`src/rtl/iilk_pkg.sv`:
```
package iilk_pkg;

  typedef enum logic [1:0] {
    UNIT_INT = 2'd0,
    UNIT_ADD = 2'd1,
    UNIT_MUL = 2'd2,
    UNIT_DIV = 2'd3
  } unit_e;

  // Strobes from the decision logic to the state-holding datapath
  typedef struct packed {
    logic issue;     // instruction leaves decode at this edge
    logic claimDst;  // reserve destination flag and write-back slot
    logic startDiv;  // divider becomes occupied
  } strobe_t;

endpackage

```
`src/rtl/iilk_ctrl.sv`:
```
module iilk_ctrl
  import iilk_pkg::*;
#(
  parameter int NUM_REGS = 32,
  parameter int REG_W    = $clog2(NUM_REGS),
  parameter int INT_LAT  = 1,
  parameter int ADD_LAT  = 4,
  parameter int MUL_LAT  = 7,
  parameter int DIV_LAT  = 24,
  parameter int SLOT_N   = DIV_LAT + 1,
  parameter int LAT_W    = $clog2(SLOT_N)
) (
  input  logic                idValid,
  input  unit_e               idUnit,
  input  logic                idSrcAEn,
  input  logic [REG_W-1:0]    idSrcA,
  input  logic                idSrcBEn,
  input  logic [REG_W-1:0]    idSrcB,
  input  logic                idDstEn,
  input  logic [REG_W-1:0]    idDst,
  input  logic [NUM_REGS-1:0] busyVec,
  input  logic                wbValid,
  input  logic [REG_W-1:0]    wbReg,
  input  logic [SLOT_N-1:0]   slotTaken,
  input  logic                divBusy,
  output strobe_t             stb,
  output logic [LAT_W-1:0]    latSel,
  output logic                stall
);

  logic [NUM_REGS-1:0] effBusy;
  logic rawA, rawB, wawHit, divHold, portClash, hazard;

  // A register written back this cycle no longer blocks anyone
  for (genvar i = 0; i < NUM_REGS; i++) begin : g_eff
    assign effBusy[i] = busyVec[i] & ~(wbValid && (wbReg == REG_W'(i)));
  end

  always_comb begin
    case (idUnit)
      UNIT_INT: latSel = LAT_W'(INT_LAT);
      UNIT_ADD: latSel = LAT_W'(ADD_LAT);
      UNIT_MUL: latSel = LAT_W'(MUL_LAT);
      UNIT_DIV: latSel = LAT_W'(DIV_LAT);
      default:  latSel = LAT_W'(INT_LAT);
    endcase
  end

  always_comb begin
    rawA      = idSrcAEn & effBusy[idSrcA];
    rawB      = idSrcBEn & effBusy[idSrcB];
    wawHit    = idDstEn  & effBusy[idDst];
    divHold   = (idUnit == UNIT_DIV) & divBusy;
    portClash = idDstEn  & slotTaken[latSel];
    hazard    = rawA | rawB | wawHit | divHold | portClash;

    stb.issue    = idValid & ~hazard;
    stb.claimDst = stb.issue & idDstEn;
    stb.startDiv = stb.issue & (idUnit == UNIT_DIV);
    stall        = idValid & hazard;
  end

endmodule

```
`src/rtl/iilk_dpath.sv`:
```
module iilk_dpath
  import iilk_pkg::*;
#(
  parameter int NUM_REGS = 32,
  parameter int REG_W    = $clog2(NUM_REGS),
  parameter int DIV_LAT  = 24,
  parameter int SLOT_N   = DIV_LAT + 1,
  parameter int LAT_W    = $clog2(SLOT_N),
  parameter int CNT_W    = $clog2(DIV_LAT + 1)
) (
  input  logic                clk,
  input  logic                rst_n,
  input  strobe_t             stb,
  input  logic [LAT_W-1:0]    latSel,
  input  logic [REG_W-1:0]    idDst,
  output logic [NUM_REGS-1:0] busyVec,
  output logic [SLOT_N-1:0]   slotTaken,
  output logic                wbValid,
  output logic [REG_W-1:0]    wbReg,
  output logic                divBusy
);

  // slotTaken[k] / slotTag[k]: write-back due k cycles from now
  logic [REG_W-1:0] slotTag [SLOT_N];
  logic [CNT_W-1:0] divCnt;
  logic [LAT_W-1:0] landIdx;

  assign landIdx = latSel - LAT_W'(1);

  for (genvar k = 0; k < SLOT_N; k++) begin : g_slot
    logic             upV;
    logic [REG_W-1:0] upTag;
    if (k == SLOT_N - 1) begin : g_top
      assign upV   = 1'b0;
      assign upTag = '0;
    end else begin : g_mid
      assign upV   = slotTaken[k+1];
      assign upTag = slotTag[k+1];
    end

    always_ff @(posedge clk) begin
      if (!rst_n) begin
        slotTaken[k] <= 1'b0;
        slotTag[k]   <= '0;
      end else if (stb.claimDst && (landIdx == LAT_W'(k))) begin
        slotTaken[k] <= 1'b1;
        slotTag[k]   <= idDst;
      end else begin
        slotTaken[k] <= upV;
        slotTag[k]   <= upTag;
      end
    end
  end

  assign wbValid = slotTaken[0];
  assign wbReg   = slotTag[0];

  for (genvar i = 0; i < NUM_REGS; i++) begin : g_busy
    always_ff @(posedge clk) begin
      if (!rst_n)
        busyVec[i] <= 1'b0;
      else if (stb.claimDst && (idDst == REG_W'(i)))
        busyVec[i] <= 1'b1;
      else if (wbValid && (wbReg == REG_W'(i)))
        busyVec[i] <= 1'b0;
    end
  end

  always_ff @(posedge clk) begin
    if (!rst_n)
      divCnt <= '0;
    else if (stb.startDiv)
      divCnt <= CNT_W'(DIV_LAT);
    else if (divCnt != '0)
      divCnt <= divCnt - CNT_W'(1);
  end

  assign divBusy = (divCnt != '0);

endmodule

```
`src/rtl/fp_issue_interlock.sv`:
```
module fp_issue_interlock
  import iilk_pkg::*;
#(
  parameter int NUM_REGS = 32,
  parameter int REG_W    = $clog2(NUM_REGS),
  parameter int INT_LAT  = 1,
  parameter int ADD_LAT  = 4,
  parameter int MUL_LAT  = 7,
  parameter int DIV_LAT  = 24
) (
  input  logic                clk,
  input  logic                rst_n,
  input  logic                idValid,
  input  logic [1:0]          idUnit,
  input  logic                idSrcAEn,
  input  logic [REG_W-1:0]    idSrcA,
  input  logic                idSrcBEn,
  input  logic [REG_W-1:0]    idSrcB,
  input  logic                idDstEn,
  input  logic [REG_W-1:0]    idDst,
  output logic                issue,
  output logic                stall,
  output logic [NUM_REGS-1:0] busyVec,
  output logic                wbValid,
  output logic [REG_W-1:0]    wbReg,
  output logic                divBusy
);

  localparam int MAX_LAT = (DIV_LAT > MUL_LAT) ?
                           ((DIV_LAT > ADD_LAT) ? DIV_LAT : ADD_LAT) :
                           ((MUL_LAT > ADD_LAT) ? MUL_LAT : ADD_LAT);
  localparam int SLOT_N  = ((MAX_LAT > INT_LAT) ? MAX_LAT : INT_LAT) + 1;
  localparam int LAT_W   = $clog2(SLOT_N);

  strobe_t           stb;
  logic [LAT_W-1:0]  latSel;
  logic [SLOT_N-1:0] slotTaken;

  iilk_ctrl #(
    .NUM_REGS(NUM_REGS), .REG_W(REG_W),
    .INT_LAT(INT_LAT), .ADD_LAT(ADD_LAT), .MUL_LAT(MUL_LAT), .DIV_LAT(DIV_LAT),
    .SLOT_N(SLOT_N), .LAT_W(LAT_W)
  ) u_ctrl (
    .idValid  (idValid),
    .idUnit   (unit_e'(idUnit)),
    .idSrcAEn (idSrcAEn),
    .idSrcA   (idSrcA),
    .idSrcBEn (idSrcBEn),
    .idSrcB   (idSrcB),
    .idDstEn  (idDstEn),
    .idDst    (idDst),
    .busyVec  (busyVec),
    .wbValid  (wbValid),
    .wbReg    (wbReg),
    .slotTaken(slotTaken),
    .divBusy  (divBusy),
    .stb      (stb),
    .latSel   (latSel),
    .stall    (stall)
  );

  iilk_dpath #(
    .NUM_REGS(NUM_REGS), .REG_W(REG_W), .DIV_LAT(DIV_LAT),
    .SLOT_N(SLOT_N), .LAT_W(LAT_W)
  ) u_dpath (
    .clk      (clk),
    .rst_n    (rst_n),
    .stb      (stb),
    .latSel   (latSel),
    .idDst    (idDst),
    .busyVec  (busyVec),
    .slotTaken(slotTaken),
    .wbValid  (wbValid),
    .wbReg    (wbReg),
    .divBusy  (divBusy)
  );

  assign issue = stb.issue;

endmodule

```
`config.mk`:
```
export PLATFORM = sky130hd
export DESIGN_NAME = fp_issue_interlock
export DESIGN_NICKNAME = d
export VERILOG_FILES = /design/src/rtl/iilk_pkg.sv /design/src/rtl/iilk_ctrl.sv /design/src/rtl/iilk_dpath.sv /design/src/rtl/fp_issue_interlock.sv
export SDC_FILE = /design/constraint.sdc
export NUM_CORES = 1
export LEC_CHECK = 0
export BUFFER_PORTS_ARGS = -buffer_cell sky130_fd_sc_hd__buf_2
export CAP_MARGIN = 20
export CORE_AREA = 4 4 121 180
export DETAILED_ROUTE_END_ITERATION = 12
export DIE_AREA = 0 0 125 184
export GPL_ROUTABILITY_DRIVEN = 0
export GPL_TIMING_DRIVEN = 0
export PLACE_DENSITY = 0.69
export SYNTH_ARGS = -nofsm -noshare
export SYNTH_HDL_FRONTEND = slang
export SYNTH_HIERARCHICAL = 1
export SYNTH_SLANG_ARGS = --single-unit
```
`constraint.sdc`:
```
create_clock -name clk -period 8.9 [get_ports clk]
set_input_delay 1.78 -clock clk [delete_from_list [all_inputs] [get_ports clk]]
set_output_delay 1.78 -clock clk [all_outputs]
set_load 0.005 [all_outputs]
```
==> reports/metrics.yaml, run 1 <==
worst_setup_path:
  cp_slowest_cell: "ha_1"
  crit_arrival_ps: 4230
  worstPathRequired_ps: 7120
  end_kind: "output port"
  crit_path_max_fanout: 11
  crit_type: "in -> out"
  startpoint_type: "input port"
  crit_chain: "buf_2, inv_1, ha_1, mux4_2, mux2i_1, mux2_2, o311ai_0, nor4_1, nor3_2, o31a_1, buf_2"
  cpLargestDelayFamily: "multiplexers"
  critical-path-max-stage-delay_ps: 560
  crit_buf_inv: 3
  cpMostUsedCell: "buf_2"
cells_and_area:
  drive_gt1_share_pct: 13.04
  final_common_cell: "nand2_1"
  final_cell_mix: "nand2_1, mux2i_1, edfxtp_1, conb_1, buf_2"
  fin_nets: 1135
  syn2layout_area_growth_pct: 17.14
  diodes: 0
cts:
  postCtsSetupRepairBufs: 0
  cts_buffers: 17
  postCtsResizedCells: 0
  clockRootBuffer: "clkbuf_16"
  htree_levels: 4
  cts_hold_buf: 0
  insertion_delay_ps: 430
  cts_tree: "done"
  numClockSinks: 187
  clkTransAtPathRegs_ps: 70
  clock_path_buffers: 2
floorplanning:
  die_w_um: 125
  initial_core_util_pct: 48.20
  dieArea_um2: 23000
  num_rows: 64
  ios: 64
  core_area_um2: 20340
  fp.dieH_um: 184
global_route:
  grt_max_degree: 18
  grt_pass1_vias: 7817
  gr-usage-met2_pct: 43.24
  top_usage_layer: "met2"
  antenna_found_initial: 0
  gr-total-overflow: 0
  grt_use_total_pct: 23.36
  grt_util_met1_pct: 23.43
  grt_pass1_wl_mm: 41.61
  met3_usage_pct: 4.448
pwr:
  powerDensity_nw_per_um2: 173.0
  ir_drop_v: 0.0001292
  p_total_w: 0.001986
  p_leak_nw: 4.785
job:
  drv_cap: 0
timing:
  tightestPinTransition_ps: 1210
  slew_headroom_pct: 18.57
  period_share_pct: 67.57
  fin_setup_tns_ps: 0
  fin_skew_ps: 7.897
  rsz0062_at_grt: "no"
  timing.fmax_mhz: 166.3
  finalWorstPathRequiredPeriod_ps: 6014
  setup_viol_count_final: 0
  final-hold-violation-count: 0
  slew_violations: 0
outcome:
  outcome: "completed"
drt:
  viasPerCell: 5.655
  drc: 0
  wirelength_mm: 27.06
  dr_total_vias: 7827
  antenna_left: 0
  first_pass_iters: 7
  wl_per_cell_um: 19.55
  dr.first_iter.drc_count: 587
yosys:
  synth.cell_area_um2: 9804
  yosys_warnings: 6
  postSynthCellCount: 906
  avgSynthCellArea_um2: 10.82
placed_design:
  hpwl_mm: 20.36
  port_buffers: 58
hold_path:
  hold_class: "reg -> reg"
## metal layers
layer	vias up	routed length, um
met5	-	0
met4	0	1863
met3	116	1477
met2	357	13890
met1	3719	9834
li1	3635	-
## worst register-to-register path, cell delays in order, from the launching register on
cell and delay [ps]:
dfxtp_1 590, buf_4 250, nand4bb_1 290, o21ai_0 510
mux2i_1 150, o31ai_1 250, nor2_1 150, o311a_1 400
nor4_1 740, buf_2 380, inv_1 160, nor4_1 1040
a32o_1 250
## through the flow
stage	setup WS, ps	util [%]	instance area (um^2)	hold WS, ps	cells
finish	2886	56.47	11480	438.5	1384
global route	2747	56.47	11480	452.2	1384
CTS	2905	56.47	11480	439.3	1384
detailed placement	2668	53.54	10890	419.0	1352
global placement	2745	53.54	10890	424.0	1352
floorplan	3522	-	10270	400.2	1030
## final timing paths
kind / from / endpoint / slack [ps] / depth (start not counted)
setup / recovery: idUnit[0] / stall / 2890 / 11
hold reg to reg: u_dpath/g_slot[19].upV / u_dpath/g_slot[18].upV / 440 / 2
setup reg to reg: u_dpath/wbValid / u_dpath/busyVec[0] / 3680 / 12
hold / removal: u_dpath/g_slot[19].upV / u_dpath/g_slot[18].upV / 440 / 2
## registers in the layout, indices dropped and copies added, names as in the netlist
| name | count |
|---|---|
| u_dpath/busyVec | 32 |
| u_dpath/divCnt | 5 |
| u_dpath/g_slot.upV | 24 |
| u_dpath/slotTag | 125 |
| u_dpath/wbValid | 1 |
## area by class of cell
cell class	instances	area, um^2
inverters	22	82.58
clock inverters	9	72.57
clock buffers	23	521.8
plain buffers	78	350.3
flip-flops and latches	187	4995
multi-input cells	743	4842
well taps	264	330.3
repair buffers	58	290.3
fillers	1792	8855
## power by group
| part | internal, W | switching (W) | leakage [nW] | total, W |
|---|---|---|---|---|
| registers | 0.000976 | 0.0000253 | 1.78 | 0.00100 |
| logic | 0.0000846 | 0.000152 | 2.71 | 0.000237 |
| clock network | 0.000420 | 0.000328 | 0.291 | 0.000748 |
(Power assumes the default switching activity.)
==> run 2, diff against run 1 <==
--- a/config.mk
+++ b/config.mk
@@ -12,7 +12,7 @@
 export DIE_AREA = 0 0 125 184
 export GPL_ROUTABILITY_DRIVEN = 0
 export GPL_TIMING_DRIVEN = 0
-export PLACE_DENSITY = 0.69
+export PLACE_DENSITY = 0.71
 export SYNTH_ARGS = -nofsm -noshare
 export SYNTH_HDL_FRONTEND = slang
 export SYNTH_HIERARCHICAL = 1
==> constraint.sdc (replaced) <==
create_clock -name clk -period 5.4 [get_ports clk]
set_input_delay 1.08 -clock clk [delete_from_list [all_inputs] [get_ports clk]]
set_output_delay 1.08 -clock clk [all_outputs]
set_load 0.005 [all_outputs]
==> reports/metrics.yaml, run 2 (synthesis gave the netlist of run 1 again) <==
cts:
  cts_hold_buf: 0
  htree_levels: 4
  cts_buffers: 17
  insertion_delay_ps: 430
  clockRootBuffer: "clkbuf_16"
  numClockSinks: 187
  postCtsSetupRepairBufs: 0
  postCtsResizedCells: 0
  clock_path_buffers: 2
  clkTransAtPathRegs_ps: 60
  cts_tree: "done"
cells_and_area:
  largest_register_ffs: 125
  drive_gt1_share_pct: 12.95
  syn2layout_area_growth_pct: 16.63
  final_cells: 1384
  regMostFlops: "u_dpath/slotTag"
  final_cell_mix: "nand2_1, mux2i_1, edfxtp_1, conb_1, buf_2"
  fin_nets: 1135
  final_common_cell: "nand2_1"
  diodes: 0
pwr:
  internal_power_w: 0.002378
  swShare_pct: 25.47
  seq_power_share_pct: 51.7
  p_leak_nw: 4.763
  combinationalPowerShare_pct: 12.2
  clkPwrFrac_pct: 36.1
  p_total_w: 0.003190
  ir_drop_v: 0.0002281
  p_sw_w: 0.0008126
  powerDensity_nw_per_um2: 279.0
floorplanning:
  num_rows: 64
  core_area_um2: 20340
  dieArea_um2: 23000
  die_w_um: 125
  ios: 64
  fp.dieH_um: 184
  initial_core_util_pct: 48.20
worst_setup_path:
  worstPathRequired_ps: 5770
  r2r.worst_path.cells: 12
  r2r_setup_slack_ps: 440
  crit_path_max_fanout: 11
  crit_arrival_ps: 5390
  rr_endpoint: "u_dpath/busyVec[8]"
  r2r_start: "u_dpath/wbValid"
  cp_slowest_cell: "nor4_1"
  critical-path-max-stage-delay_ps: 850
  startpoint_type: "input port"
  end_kind: "register"
  crit_chain: "buf_2, inv_1, ha_1, mux4_2, mux2i_1, mux2_2, o311ai_0, nor3_1, nor3_2, nor4_1, buf_2, inv_1, nor4_1, a32o_1"
  crit_type: "in -> reg"
  crit_buf_inv: 4
  cpLargestDelayFamily: "simple AND/OR/NAND/NOR gates"
timing:
  slew_violations: 0
  finalWorstPathRequiredPeriod_ps: 5017
  fin_setup_tns_ps: 0
  final-hold-violation-count: 0
  slew_headroom_pct: 35.60
  setup_viol_count_final: 0
  setup_slack_ps: 382.7
  tightestPinTransition_ps: 957.2
  period_share_pct: 92.91
  rsz0062_at_grt: "no"
  holdWs_ps: 430.1
  timing.fmax_mhz: 199.3
  fin_skew_ps: 10.88
drt:
  first_pass_iters: 8
  antenna_left: 0
  dr_total_vias: 7733
  viasPerCell: 5.587
  dr.first_iter.drc_count: 596
  wl_per_cell_um: 18.96
  wirelength_mm: 26.24
  drc: 0
hold_path:
  hold_path_end: "u_dpath/g_slot[10].upV"
  hold_class: "reg -> reg"
  worstHoldPathCells: 2
  hold_start: "u_dpath/g_slot[11].upV"
global_route:
  grt_use_total_pct: 22.92
  antenna_found_initial: 0
  met3_usage_pct: 4.302
  grt_pass1_wl_mm: 40.98
  top_usage_layer: "met2"
  grt_util_met1_pct: 24.58
  grt_pass1_vias: 7663
  gr-total-overflow: 0
  grt_max_degree: 18
  gr-usage-met2_pct: 41.63
placed_design:
  port_buffers: 58
  hpwl_mm: 19.88
  dp_slack_ps: 0.7665
  place_inst: 1352
job:
  drv_cap: 0
outcome:
  outcome: "completed"
==> run 2: cell count changes in the layout (fill, tap and decap cells not counted) <==
cell       change
clkbuf_16      -2
clkinv_2       +2
clkbuf_1       +1
inv_4          +1
inv_6          -1
inv_8          -1
==> run 2: how the worst max path moves through the flow <==
stage / startpoint / end / cells past startpoint
6_report: idUnit[0] / u_dpath/busyVec[8] / 14
5_1_grt: idUnit[0] / u_dpath/busyVec[12] / 14
4_1_cts: idUnit[0] / u_dpath/busyVec[8] / 14
3_5_place_dp: idUnit[0] / u_dpath/busyVec[8] / 14
3_3_place_gp: idUnit[0] / u_dpath/busyVec[4] / 14
2_1_floorplan: idUnit[0] / u_dpath/slotTag[1][18] / 14
==> run 2: power groups by stage <==
stage | clock, W | sequential (W) | combinational [W]
floorplan | 0 | 0.00167 | 0.000269
CTS | 0.00118 | 0.00165 | 0.000385
global placement | 0 | 0.00168 | 0.000373
finish | 0.00115 | 0.00165 | 0.000388
detailed placement | 0 | 0.00168 | 0.000383
global route | 0.00124 | 0.00166 | 0.000431
==> run 2: routing by layer <==
metal / wire (um) / share of wire, %
met1: 9739 / 37
met4: 1501 / 5.7
met5: 0 / 0
met3: 1350 / 5.1
met2: 13650 / 52
==> run 2: per-stage QoR <==
stage	area [um^2]	utilization [%]
after detailed placement	10890	53.54
after floorplan	10270	-
final	11430	56.22
after CTS	11430	56.22
after global placement	10890	53.54
after global routing	11430	56.22
==> run 2: worst register-to-register path, delay by kind of cell, from the launching register on <==
kind | cells | cell delay [ps]
and+or+nand+nor | 4 | 1990
AOI/OAI and AO/OA | 4 | 1370
buffers and inverters | 3 | 780
DFF | 1 | 590
muxes | 1 | 170
==> run 2: cell type report <==
| cell class | instances | area (um^2) |
|---|---|---|
| plain buffers | 78 | 350.3 |
| clock buffers | 22 | 475.5 |
| clock inverters | 10 | 68.82 |
| fillers | 1819 | 8905 |
| inverters | 22 | 82.58 |
| multi-input cells | 743 | 4842 |
| flip-flops and latches | 187 | 4995 |
| well taps | 264 | 330.3 |
| repair buffers | 58 | 290.3 |
